--- src/rtl/mps_pkg.sv ---
package mps_pkg;

  parameter int unsigned MPS_OP_W  = 16;
  parameter int unsigned MPS_GUARD = 8;
  localparam int unsigned MPS_PROD_W = 2 * MPS_OP_W;
  localparam int unsigned MPS_OUT_W  = MPS_PROD_W + MPS_GUARD;

  typedef logic [MPS_PROD_W-1:0] mps_prod_t;
  typedef logic [MPS_OUT_W-1:0]  mps_out_t;

  // Widen the 32-bit product: replicate bit 31 when any operand was signed,
  // fill with zeros when both were unsigned.
  function automatic mps_out_t mps_widen(input mps_prod_t prod, input logic any_signed);
    logic fill;
    fill = any_signed & prod[MPS_PROD_W-1];
    return {{MPS_GUARD{fill}}, prod};
  endfunction

  // Fractional alignment: double the widened value, MSB falls off.
  function automatic mps_out_t mps_align(input mps_out_t wide, input logic frac);
    return frac ? {wide[MPS_OUT_W-2:0], 1'b0} : wide;
  endfunction

endpackage

--- src/rtl/mps_operand_ext.sv ---
module mps_operand_ext #(
  parameter int unsigned W = 16
) (
  input  logic [W-1:0]        op,
  input  logic                is_signed,
  output logic signed [W:0]   ext
);
  // One extra bit lets a single signed multiplier serve every mode.
  assign ext = $signed({is_signed & op[W-1], op});
endmodule

--- src/rtl/mps_mul_core.sv ---
module mps_mul_core #(
  parameter int unsigned W = 16,
  localparam int unsigned FULL_W = 2 * (W + 1),
  localparam int unsigned PROD_W = 2 * W
) (
  input  logic signed [W:0]    a_ext,
  input  logic signed [W:0]    b_ext,
  output logic [PROD_W-1:0]    prod,
  output logic [1:0]           guard
);
  logic signed [FULL_W-1:0] full;

  assign full  = a_ext * b_ext;
  assign prod  = full[PROD_W-1:0];
  assign guard = full[FULL_W-1:PROD_W];
endmodule

--- src/rtl/mps_scaler.sv ---
module mps_scaler
  import mps_pkg::*;
(
  input  mps_prod_t prod,
  input  logic      any_signed,
  input  logic      frac,
  output mps_out_t  scaled
);
  mps_out_t wide;

  assign wide   = mps_widen(prod, any_signed);
  assign scaled = mps_align(wide, frac);
endmodule

--- src/rtl/mps_top.sv ---
module mps_top
  import mps_pkg::*;
(
  input  logic                  clk,
  input  logic                  rst_n,
  input  logic                  in_valid,
  input  logic [MPS_OP_W-1:0]   op_a,
  input  logic [MPS_OP_W-1:0]   op_b,
  input  logic                  a_signed,
  input  logic                  b_signed,
  input  logic                  frac_mode,
  output logic                  out_valid,
  output logic [MPS_OUT_W-1:0]  out_prod
);
  localparam int unsigned N_OPS = 2;

  logic [MPS_OP_W-1:0]        op_arr  [N_OPS];
  logic                       sgn_arr [N_OPS];
  logic signed [MPS_OP_W:0]   ext_arr [N_OPS];

  // Named internal events for the checker.
  logic      cap_evt;
  logic      any_signed;
  logic [1:0] raw_guard;
  mps_prod_t raw_prod;
  mps_out_t  scaled_d;

  assign op_arr[0]  = op_a;
  assign op_arr[1]  = op_b;
  assign sgn_arr[0] = a_signed;
  assign sgn_arr[1] = b_signed;

  genvar gi;
  generate
    for (gi = 0; gi < N_OPS; gi++) begin : g_ext
      mps_operand_ext #(.W(MPS_OP_W)) u_ext (
        .op        (op_arr[gi]),
        .is_signed (sgn_arr[gi]),
        .ext       (ext_arr[gi])
      );
    end
  endgenerate

  assign cap_evt    = in_valid;
  assign any_signed = a_signed | b_signed;

  mps_mul_core #(.W(MPS_OP_W)) u_mul (
    .a_ext (ext_arr[0]),
    .b_ext (ext_arr[1]),
    .prod  (raw_prod),
    .guard (raw_guard)
  );

  mps_scaler u_scl (
    .prod       (raw_prod),
    .any_signed (any_signed),
    .frac       (frac_mode),
    .scaled     (scaled_d)
  );

  always_ff @(posedge clk or negedge rst_n) begin
    if (!rst_n) begin
      out_valid <= 1'b0;
      out_prod  <= '0;
    end else begin
      out_valid <= cap_evt;
      if (cap_evt) out_prod <= scaled_d;
    end
  end

endmodule

--- config.mk ---
export PLATFORM = sky130hd
export DESIGN_NAME = mps_top
export DESIGN_NICKNAME = d
export VERILOG_FILES = /design/src/rtl/mps_pkg.sv /design/src/rtl/mps_operand_ext.sv /design/src/rtl/mps_mul_core.sv /design/src/rtl/mps_scaler.sv /design/src/rtl/mps_top.sv
export SDC_FILE = /design/constraint.sdc
export NUM_CORES = 1
export LEC_CHECK = 0
export BUFFER_PORTS_ARGS = -buffer_cell sky130_fd_sc_hd__buf_4
export CAP_MARGIN = 20
export CELL_PAD_IN_SITES_DETAIL_PLACEMENT = 1
export CELL_PAD_IN_SITES_GLOBAL_PLACEMENT = 1
export CORE_MARGIN = 2
export CORE_UTILIZATION = 45
export DETAILED_ROUTE_END_ITERATION = 6
export GPL_TIMING_DRIVEN = 0
export PLACE_DENSITY_LB_ADDON = 0.05
export RECOVER_POWER = 25
export REMOVE_ABC_BUFFERS = 1
export SYNTH_ARGS = -nofsm -noshare
export SYNTH_HDL_FRONTEND = slang
export SYNTH_SLANG_ARGS = --single-unit
--- constraint.sdc ---
create_clock -name clk -period 0.85 [get_ports clk]
set_input_delay 0.0425 -clock clk [delete_from_list [all_inputs] [get_ports clk]]
set_output_delay 0.0425 -clock clk [all_outputs]
set_load 0.02 [all_outputs]
==> flow_summary.json, run 1 <==
{
  "num_antenna_cells": 0,
  "finalSetupViolCount": 64,
  "worst_path_largest_cell_delay_ns": 0.56,
  "yosys_most_used_dff": "dfrtp_1",
  "seq_area_frac_synth_pct": 7.107,
  "cpLargestDelayFamily": "adder cells",
  "hold_viol": 0,
  "wl_per_cell_microns": 20.86,
  "grt_max_degree": 63,
  "path_cells": "buf_12 -> and2_4 -> nand2_4 -> inv_2 -> fa_1 -> fa_1 -> inv_1 -> fa_1 -> inv_1 -> fa_2 -> fa_1 -> inv_1 -> fa_1 -> inv_1 -> ha_4 -> nand2_2 -> nor2_4 -> nand2_2 -> o41ai_4 -> a41o_2 -> o221ai_4 -> xnor2_4 -> o22ai_1",
  "grt_antenna_before_repair": 0,
  "wire_length_of_the_first_global_routing_pass_microns": 57740,
  "crit_path_start_kind": "input pin",
  "layout-drive-gt1-share_pct": 28.38,
  "place.gp.congestion": 0.8200,
  "io_pins": 79,
  "cts_tree": "yes",
  "detailedRoute.firstIterationViolations": 308,
  "worst_path_max_delay_cell": "fa_1",
  "synthDistinctLibCells": 68,
  "cts_h_tree_depth": 2,
  "timing.critical_path.required_ns": 1.00,
  "kind_of_critical_path": "input pin to flip-flop",
  "asyncSetResetFlopFracSynth_pct": 100.0,
  "placement_rows": 60,
  "initial_utilization_pct": 45.72,
  "timing.critical_path.to_type": "flip-flop",
  "outcome": "finished, violations left",
  "maxSlewViolCount": 0,
  "most_common_cell_after_layout_fill_and_taps_aside": "inv_1",
  "cts_buffers": 5,
  "die-height_microns": 169.5,
  "drt.antenna.violating_nets": 0,
  "crit_fanout": 10,
  "grt_util_met3_pct": 1.446,
  "maxClockFrequency_mhz": 184.5,
  "dpl_cell_area_sq_mm": 0.01307,
  "critical_path_buf_inv_count": 6,
  "worst_ep_arrival_time_ns": 5.57,
  "finalClockSkew_ns": 0,
  "clk_root_buffer_cell": "clkbuf_16",
  "synth.ff_latch_count": 35,
  "routed_via_density": 5.268,
  "number_of_iterations_in_the_first_detailed_routing_pass": 4,
  "grt.met1_usage_pct": 33.58,
  "die_w_microns": 169.5,
  "vias": 9482,
  "drv_cap": 0,
  "layout_common_cells": "inv_1 (272), fa_1 (268), nand2_1 (143)",
  "setup_ws_ns": -4.571,
  "layout-area-overhead-vs-synth_pct": 29.48,
  "grt_util_met2_pct": 48.36,
  "grtUsageTotal_pct": 26.03,
  "dp.final_hpwl_microns": 25910,
  "synthesis.area_per_instance_sq_um": 9.203,
  "floorplan.core_area_sq_mm": 0.02695,
  "fin_crit_ns": 5.421,
  "synth_enable_flop_cells": 0,
  "timing_worst_slew_pin_value_ns": 0.5142,
  "wirelength_microns": 37540,
  "min-delay-path-class": "input pin to flip-flop",
  "maxSlewHeadroom_pct": 65.72,
  "path_clk_slew_ns": 0.06,
  "area_of_the_die_sq_mm": 0.02872,
  "ys.warnings.count": 0,
  "fin_nets": 1860,
  "synth_cells": 1339,
  "deepest_clock_path_buffer_count": 2,
  "grt_busiest_layer": "met2",
  "combined_area_of_all_synthesized_cells_sq_mm": 0.01232,
  "grt.overflow.total": 0,
  "via_count_of_the_first_global_routing_pass": 10645,
  "drc": 0,
  "rsz0062_at_grt": "yes",
  "portBuffers": 78,
  "layout.cell_area.non_filler_sq_mm": 0.01596,
  "cp_common_cell": "fa_1",
  "violations": "setup timing",
  "part_of_the_cycle_the_worst_path_needs_pct": 637.8,
  "clkSinkCount": 35,
  "clk_latency_ns": 0.28
}
-- cell type report --
cell class,count,area [sq um]
Fill cell,2904,11000
Clock inverter,1,7.507
Clock buffer,7,152.6
Timing Repair Buffer,175,2150
Tap cell,341,426.7
Multi-Input combinational cell,924,11150
Sequential cell,35,877.1
Inverter,317,1192
-- Yosys cell counts, drive strengths merged (4+ instances only) --
| master | count | area share [%] |
|---|---|---|
| o21a | 4 | 0.24 |
| nor2b | 11 | 0.62 |
| o21bai | 6 | 0.37 |
| ha | 82 | 8.3 |
| nand4 | 5 | 0.25 |
| xor2 | 8 | 0.57 |
| o31ai | 5 | 0.61 |
| o22ai | 4 | 0.20 |
| dfrtp | 35 | 7.1 |
| inv | 317 | 9.7 |
| a211oi | 4 | 0.32 |
| o221ai | 4 | 0.48 |
| o21ai | 16 | 0.65 |
| and3 | 8 | 0.41 |
| fa | 282 | 46 |
| a21oi | 46 | 2.0 |
| a21o | 5 | 0.30 |
| clkbuf | 54 | 1.7 |
| nor2 | 43 | 1.4 |
| nand2b | 7 | 0.36 |
| nand3 | 7 | 0.28 |
| xnor2 | 32 | 2.3 |
| mux2i | 14 | 1.1 |
| nor3 | 5 | 0.24 |
| nand2 | 166 | 5.1 |
| or2 | 5 | 0.25 |
| and2 | 120 | 6.1 |
| buf | 9 | 0.48 |
| a221o | 4 | 0.32 |
-- per-stage QoR --
step	TNS, ns	hold WS [ns]	util (%)	instances	setup slack, ns
2_1_floorplan	-118.83	-0.2531	-	1276	-4.714
3_3_place_gp	-141.52	0.02971	48.51	1695	-5.698
3_5_place_dp	-142.54	0.03464	48.51	1695	-5.742
4_1_cts	-117.40	0.08698	56.51	1764	-4.521
5_1_grt	-125.62	0.08247	59.20	1800	-4.782
6_report	-119.99	0.05727	59.20	1800	-4.571
-- cells by family after synthesis --
| logic type | after synthesis | synth area share (%) |
|---|---|---|
| adder cells (fa/ha/maj) | 364 | 54.14 |
| flip-flops | 35 | 7.107 |
| AND/OR/NAND/NOR | 385 | 15.59 |
| buffers and inverters | 380 | 11.79 |
| multiplexers | 16 | 1.350 |
| AO/OA/AOI/OAI | 119 | 7.128 |
| XOR/XNOR | 40 | 2.904 |
-- metal layers --
layer / wire length [microns] / vias up / share of wire [%]
met5: 0 / - / 0
met4: 849 / 0 / 2.3
met3: 909 / 49 / 2.4
met2: 20600 / 157 / 55
met1: 15190 / 5071 / 40
li1: - / 4205 / -
-- final timing paths --
path	from	endpoint	slack, ns	depth (start not counted)
worst min-delay path	in_valid	out_valid	0.06	1
worst min register to register	out_prod[27]	out_prod[27]	0.55	2
max in group asynchronous	rst_n	out_prod[33]	0.17	2
worst max-delay path	a_signed	out_prod[32]	-4.57	23
worst max register to register	out_prod[19]	out_prod[19]	-0.12	2
min in group asynchronous	rst_n	out_prod[3]	0.30	2
-- registers in the layout, summed over array words and instances, names as in the netlist --
name and cells:
out_prod 34, out_valid 1
-- what timing repair did --
action / 4_1_cts / 5_1_grt
endpoints found under the hold margin: 35 / 0
buffers inserted: 56 / 36
resized for setup: 326 / 94
cloned: 5 / 1
hold buffers: 1 / 0
setup endpoints to repair: 73 / 74
pin swaps: 129 / 80
Power of run 1 is not shown: default switching activity piles up to over one toggle a cycle in this logic, so the estimate is an artifact.
==> run 2, diff against run 1 <==
- PLACE_DENSITY: not set -> 0.84
- PLACE_DENSITY_LB_ADDON: 0.05 -> not set
==> flow_summary.json, run 2 (synthesis results as in run 1) <==
{
  "outcome": "finished, violations left",
  "violations": "setup timing",
  "cts_h_tree_depth": 2,
  "area_of_the_die_sq_mm": 0.02872,
  "fin_nets": 1859,
  "die_w_microns": 169.5,
  "largest_register_by_flop_count": "out_prod",
  "path_cells": "buf_16 -> buf_4 -> nand2_1 -> fa_1 -> fa_1 -> fa_1 -> inv_1 -> fa_1 -> inv_2 -> fa_1 -> inv_1 -> fa_1 -> ha_4 -> a21oi_1 -> o21ai_2 -> o2111a_2 -> nor4_4 -> buf_4 -> buf_4 -> o31ai_4 -> mux2_4 -> o221ai_2",
  "clk_root_buffer_cell": "clkbuf_16",
  "cpLargestDelayFamily": "adder cells",
  "largest_register_ff_count": 34,
  "rsz0062_at_grt": "yes",
  "io_pins": 79,
  "wirelength_microns": 64790,
  "finish.cell_count_without_fillers": 1806,
  "floorplan.core_area_sq_mm": 0.02695,
  "grt_max_degree": 63,
  "min-delay-path-class": "input pin to flip-flop",
  "dpl_cell_area_sq_mm": 0.01307,
  "via_count_of_the_first_global_routing_pass": 12542,
  "cp_common_cell": "fa_1",
  "part_of_the_cycle_the_worst_path_needs_pct": 789.6,
  "timing.critical_path.to_type": "flip-flop",
  "drt.antenna.violating_nets": 0,
  "placement_rows": 60,
  "clkSinkCount": 35,
  "finalSetupViolCount": 72,
  "worst_path_largest_cell_delay_ns": 0.71,
  "maxClockFrequency_mhz": 149.0,
  "critical_path_buf_inv_count": 7,
  "wire_length_of_the_first_global_routing_pass_microns": 71000,
  "routed_via_density": 6.468,
  "drc": 0,
  "final_core_utilization_pct": 59.58,
  "place.gp.congestion": 0.8422,
  "largest_registers": "out_prod: 34 flops, out_valid: 1 flops",
  "dp.final_hpwl_microns": 27070,
  "initial_utilization_pct": 45.72,
  "maxSlewHeadroom_pct": 53.73,
  "regToRegSetupSlack_ns": -0.22,
  "wl_per_cell_microns": 35.88,
  "portBuffers": 78,
  "layout.cell_area.non_filler_sq_mm": 0.01606,
  "drv_cap": 0,
  "crit_path_start_kind": "input pin",
  "finalClockSkew_ns": 0,
  "worst_path_max_delay_cell": "fa_1",
  "timing.critical_path.required_ns": 1.05,
  "timing_worst_slew_pin_value_ns": 0.6940,
  "die-height_microns": 169.5,
  "fin_crit_ns": 6.712,
  "layout_common_cells": "inv_1 (276), fa_1 (268), nand2_1 (143)",
  "layout-area-overhead-vs-synth_pct": 30.31,
  "grtUsageTotal_pct": 32.70,
  "grt.overflow.total": 0,
  "deepest_clock_path_buffer_count": 2,
  "detailedRoute.firstIterationViolations": 1330,
  "path_clk_slew_ns": 0.06,
  "crit_fanout": 5,
  "clk_latency_ns": 0.28,
  "maxSlewViolCount": 0,
  "cts_tree": "yes",
  "post-place-cells": 1695,
  "vias": 11681,
  "hold_viol": 0,
  "cts_buffers": 5,
  "number_of_iterations_in_the_first_detailed_routing_pass": 5,
  "kind_of_critical_path": "input pin to flip-flop",
  "grt_antenna_before_repair": 8,
  "layout-drive-gt1-share_pct": 29.29,
  "most_common_cell_after_layout_fill_and_taps_aside": "inv_1",
  "worst_ep_arrival_time_ns": 6.92,
  "setup_ws_ns": -5.862
}
-- run 2: path summary, 6_finish.rpt --
check,from,end,cells after the start
min in group asynchronous,rst_n,out_prod[23],2
max in group asynchronous,rst_n,out_prod[33],2
worst min register to register,out_prod[28],out_prod[28],1
worst min-delay path,in_valid,out_valid,1
worst max-delay path,op_b[4],out_prod[31],22
worst max register to register,out_prod[8],out_prod[8],3
-- run 2: area by class of cell --
class / count / area, sq um
Antenna cell: 7 / 17.52
Tap cell: 341 / 426.7
Timing Repair Buffer: 174 / 2108
Clock buffer: 5 / 125.1
Multi-Input combinational cell: 924 / 11270
Inverter: 317 / 1192
Fill cell: 2823 / 10890
Sequential cell: 35 / 877.1
Clock inverter: 3 / 43.79
-- run 2: what timing repair did --
item / CTS / global route
cloned: 2 / 2
pin swaps: 110 / 92
buffers inserted: 49 / 44
resized for setup: 267 / 166
endpoints found under the hold margin: 35 / 0
hold buffers: 1 / 0
endpoints found under the setup margin: 71 / 74
-- run 2: metrics by stage --
| step | setup WS (ns) | TNS [ns] | hold slack (ns) |
|---|---|---|---|
| floorplan | -4.714 | -118.83 | -0.2531 |
| global placement | -5.486 | -138.98 | 0.02130 |
| detailed placement | -5.693 | -142.98 | 0.02114 |
| CTS | -4.585 | -118.74 | 0.08420 |
| global route | -5.912 | -152.62 | 0.03825 |
| finish | -5.862 | -150.50 | 0.02965 |
-- run 2: worst reg2reg max path, stage by stage (launching register included) --
cell and delay (ns):
dfrtp_1 0.42, buf_4 0.13, nor2_1 0.06, a21oi_2 0.32
-- run 2: layer usage --
metal | up-vias | global-route usage (%) | routed length (microns)
li1 | 4220 | - | -
met1 | 5817 | 35.10 | 18820
met2 | 1074 | 59.95 | 28770
met3 | 562 | 4.688 | 8825
met4 | 8 | 21.40 | 8092
met5 | - | 0 | 280
Power of run 2 is left out for the same reason.
==> run 3, diff against run 2 <==
- CORE_UTILIZATION: 45 -> 54
- PLACE_DENSITY: 0.84 -> 0.94
- SLEW_MARGIN: not set -> 20
- clock period: 0.85 -> 8.6 ns (I/O delays scaled with it)
==> flow_summary.json, run 3 (synthesis results as in run 1) <==
{
  "outcome": "finished, violations left",
  "violations": "capacitance limit, slew limit",
  "grt_antenna_before_repair": 0,
  "area_of_the_die_sq_mm": 0.02405,
  "worst_ep_arrival_time_ns": 7.12,
  "most_common_cell_after_layout_fill_and_taps_aside": "inv_1",
  "worst_path_max_delay_cell": "fa_1",
  "routed_via_density": 5.826,
  "timing.reg2reg.worst_path_depth": 2,
  "min_from": "b_signed",
  "drv_cap": 1,
  "floorplan.core_area_sq_mm": 0.02250,
  "maxSlewHeadroom_pct": -31.76,
  "post_cts_hold_buffer_count": 0,
  "worst_hold_path.endpoint": "out_prod[32]",
  "initial_utilization_pct": 54.76,
  "layout-area-overhead-vs-synth_pct": 6.650,
  "grt_util_met3_pct": 3.370,
  "number_of_iterations_in_the_first_detailed_routing_pass": 5,
  "io_pins": 79,
  "drc": 0,
  "placement_rows": 55,
  "worst_path_largest_cell_delay_ns": 0.63,
  "critical_path.reg2reg.startpoint": "out_prod[11]",
  "largest_register_ff_count": 34,
  "path_clk_slew_ns": 0.06,
  "fin_setup_tns_ns": 0,
  "crit_fanout": 25,
  "num_antenna_cells": 0,
  "clk_root_buffer_cell": "clkbuf_16",
  "maxClockFrequency_mhz": 143.3,
  "die-height_microns": 155.1,
  "cts_tree": "yes",
  "setup_ws_ns": 1.620,
  "via_count_of_the_first_global_routing_pass": 11846,
  "hold_viol": 0,
  "portBuffers": 78,
  "timing.critical_path.required_ns": 8.74,
  "maxSlewViolCount": 36,
  "post_cts_setup_driven_buffer_insertion_count": 0,
  "crit_path_start_kind": "input pin",
  "grtUsageTotal_pct": 33.39,
  "cp_common_cell": "fa_1",
  "die_w_microns": 155.1,
  "clk_latency_ns": 0.28,
  "detailedRoute.firstIterationViolations": 413,
  "regToRegSetupSlack_ns": 7.59,
  "post-place-ws_ns": 1.420,
  "cts_buffers": 5,
  "dp.final_hpwl_microns": 31300,
  "timing_worst_slew_pin_value_ns": 1.976,
  "grt_max_degree": 63,
  "place.gp.congestion": 0.8709,
  "fin_crit_ns": 6.980,
  "deepest_clock_path_buffer_count": 2,
  "kind_of_critical_path": "input pin to flip-flop",
  "timing.critical_path.to_type": "flip-flop",
  "finalClockSkew_ns": 0,
  "layout_common_cells": "inv_1 (317), fa_1 (282), nand2_1 (165)",
  "path_cells": "buf_4 -> and2_1 -> nand2_1 -> inv_1 -> fa_1 -> inv_1 -> fa_1 -> inv_1 -> fa_1 -> fa_1 -> fa_1 -> inv_1 -> fa_1 -> inv_1 -> ha_1 -> and2_1 -> nand2_1 -> o41ai_4 -> a41o_2 -> o221ai_4 -> xnor2_2 -> o22ai_1",
  "grt_busiest_layer": "met2",
  "fin_nets": 1763,
  "largest_register_by_flop_count": "out_prod",
  "wirelength_microns": 37980,
  "wire_length_of_the_first_global_routing_pass_microns": 61220,
  "min-delay-path-class": "input pin to flip-flop",
  "largest_registers": "out_prod: 34 flops, out_valid: 1 flops",
  "finalSetupViolCount": 0,
  "grt.met1_usage_pct": 34.93,
  "cts_h_tree_depth": 2,
  "holdPathStages": 3,
  "wl_per_cell_microns": 23.07,
  "grt_util_met2_pct": 64.11,
  "vias": 9589,
  "drt.antenna.violating_nets": 0,
  "postCtsResizedCells": 0,
  "grt.overflow.total": 0,
  "rsz0062_at_grt": "no",
  "crit-reg2reg-capture": "out_prod[11]",
  "part_of_the_cycle_the_worst_path_needs_pct": 81.17,
  "layout-drive-gt1-share_pct": 8.450,
  "clkSinkCount": 35
}
run 3: per-layer routing:
layer | part of all wire (%) | wire (microns)
met3 | 3.6 | 1360
met2 | 55 | 21000
met5 | 0 | 0
met1 | 34 | 13060
met4 | 6.7 | 2555
run 3: area by class of cell:
class	instances	area, sq um
clock buffer	6	138.9
clock inverter	1	5.005
fill	2586	9360
inverter	317	1190
multi-input combinational	924	9995
sequential	35	875.8
tap	285	356.6
timing repair buffer	78	581.8
run 3: critical path, delay by kind of cell:
family,cells,cell delay [ns]
and+or+nand+nor,4,1.00
adders and majority gates,7,3.60
buffers and inverters,6,0.64
xor gates and xnor gates,1,0.28
AOI/OAI and AO/OA,4,1.16
run 3: stage by stage:
| step | hold slack (ns) | instance area (sq um) | std cells | utilization [%] |
|---|---|---|---|---|
| 2_1_floorplan | 0.1344 | 12060 | 1276 | - |
| 3_3_place_gp | 0.4058 | 13000 | 1639 | 57.78 |
| 3_5_place_dp | 0.4120 | 13000 | 1639 | 57.78 |
| 4_1_cts | 0.1142 | 13150 | 1646 | 58.42 |
| 5_1_grt | 0.4818 | 13140 | 1646 | 58.40 |
| 6_report | 0.4859 | 13140 | 1646 | 58.40 |
run 3: worst max-delay path by stage:
stage	from	end	slack, ns
finish	op_a[15]	out_prod[32]	1.62
global route	op_a[15]	out_prod[33]	1.32
CTS	op_a[15]	out_prod[32]	1.63
detailed placement	op_a[15]	out_prod[32]	1.42
global placement	op_a[15]	out_prod[32]	1.80
floorplan	a_signed	out_prod[32]	2.65
Power of run 3 is left out for the same reason.
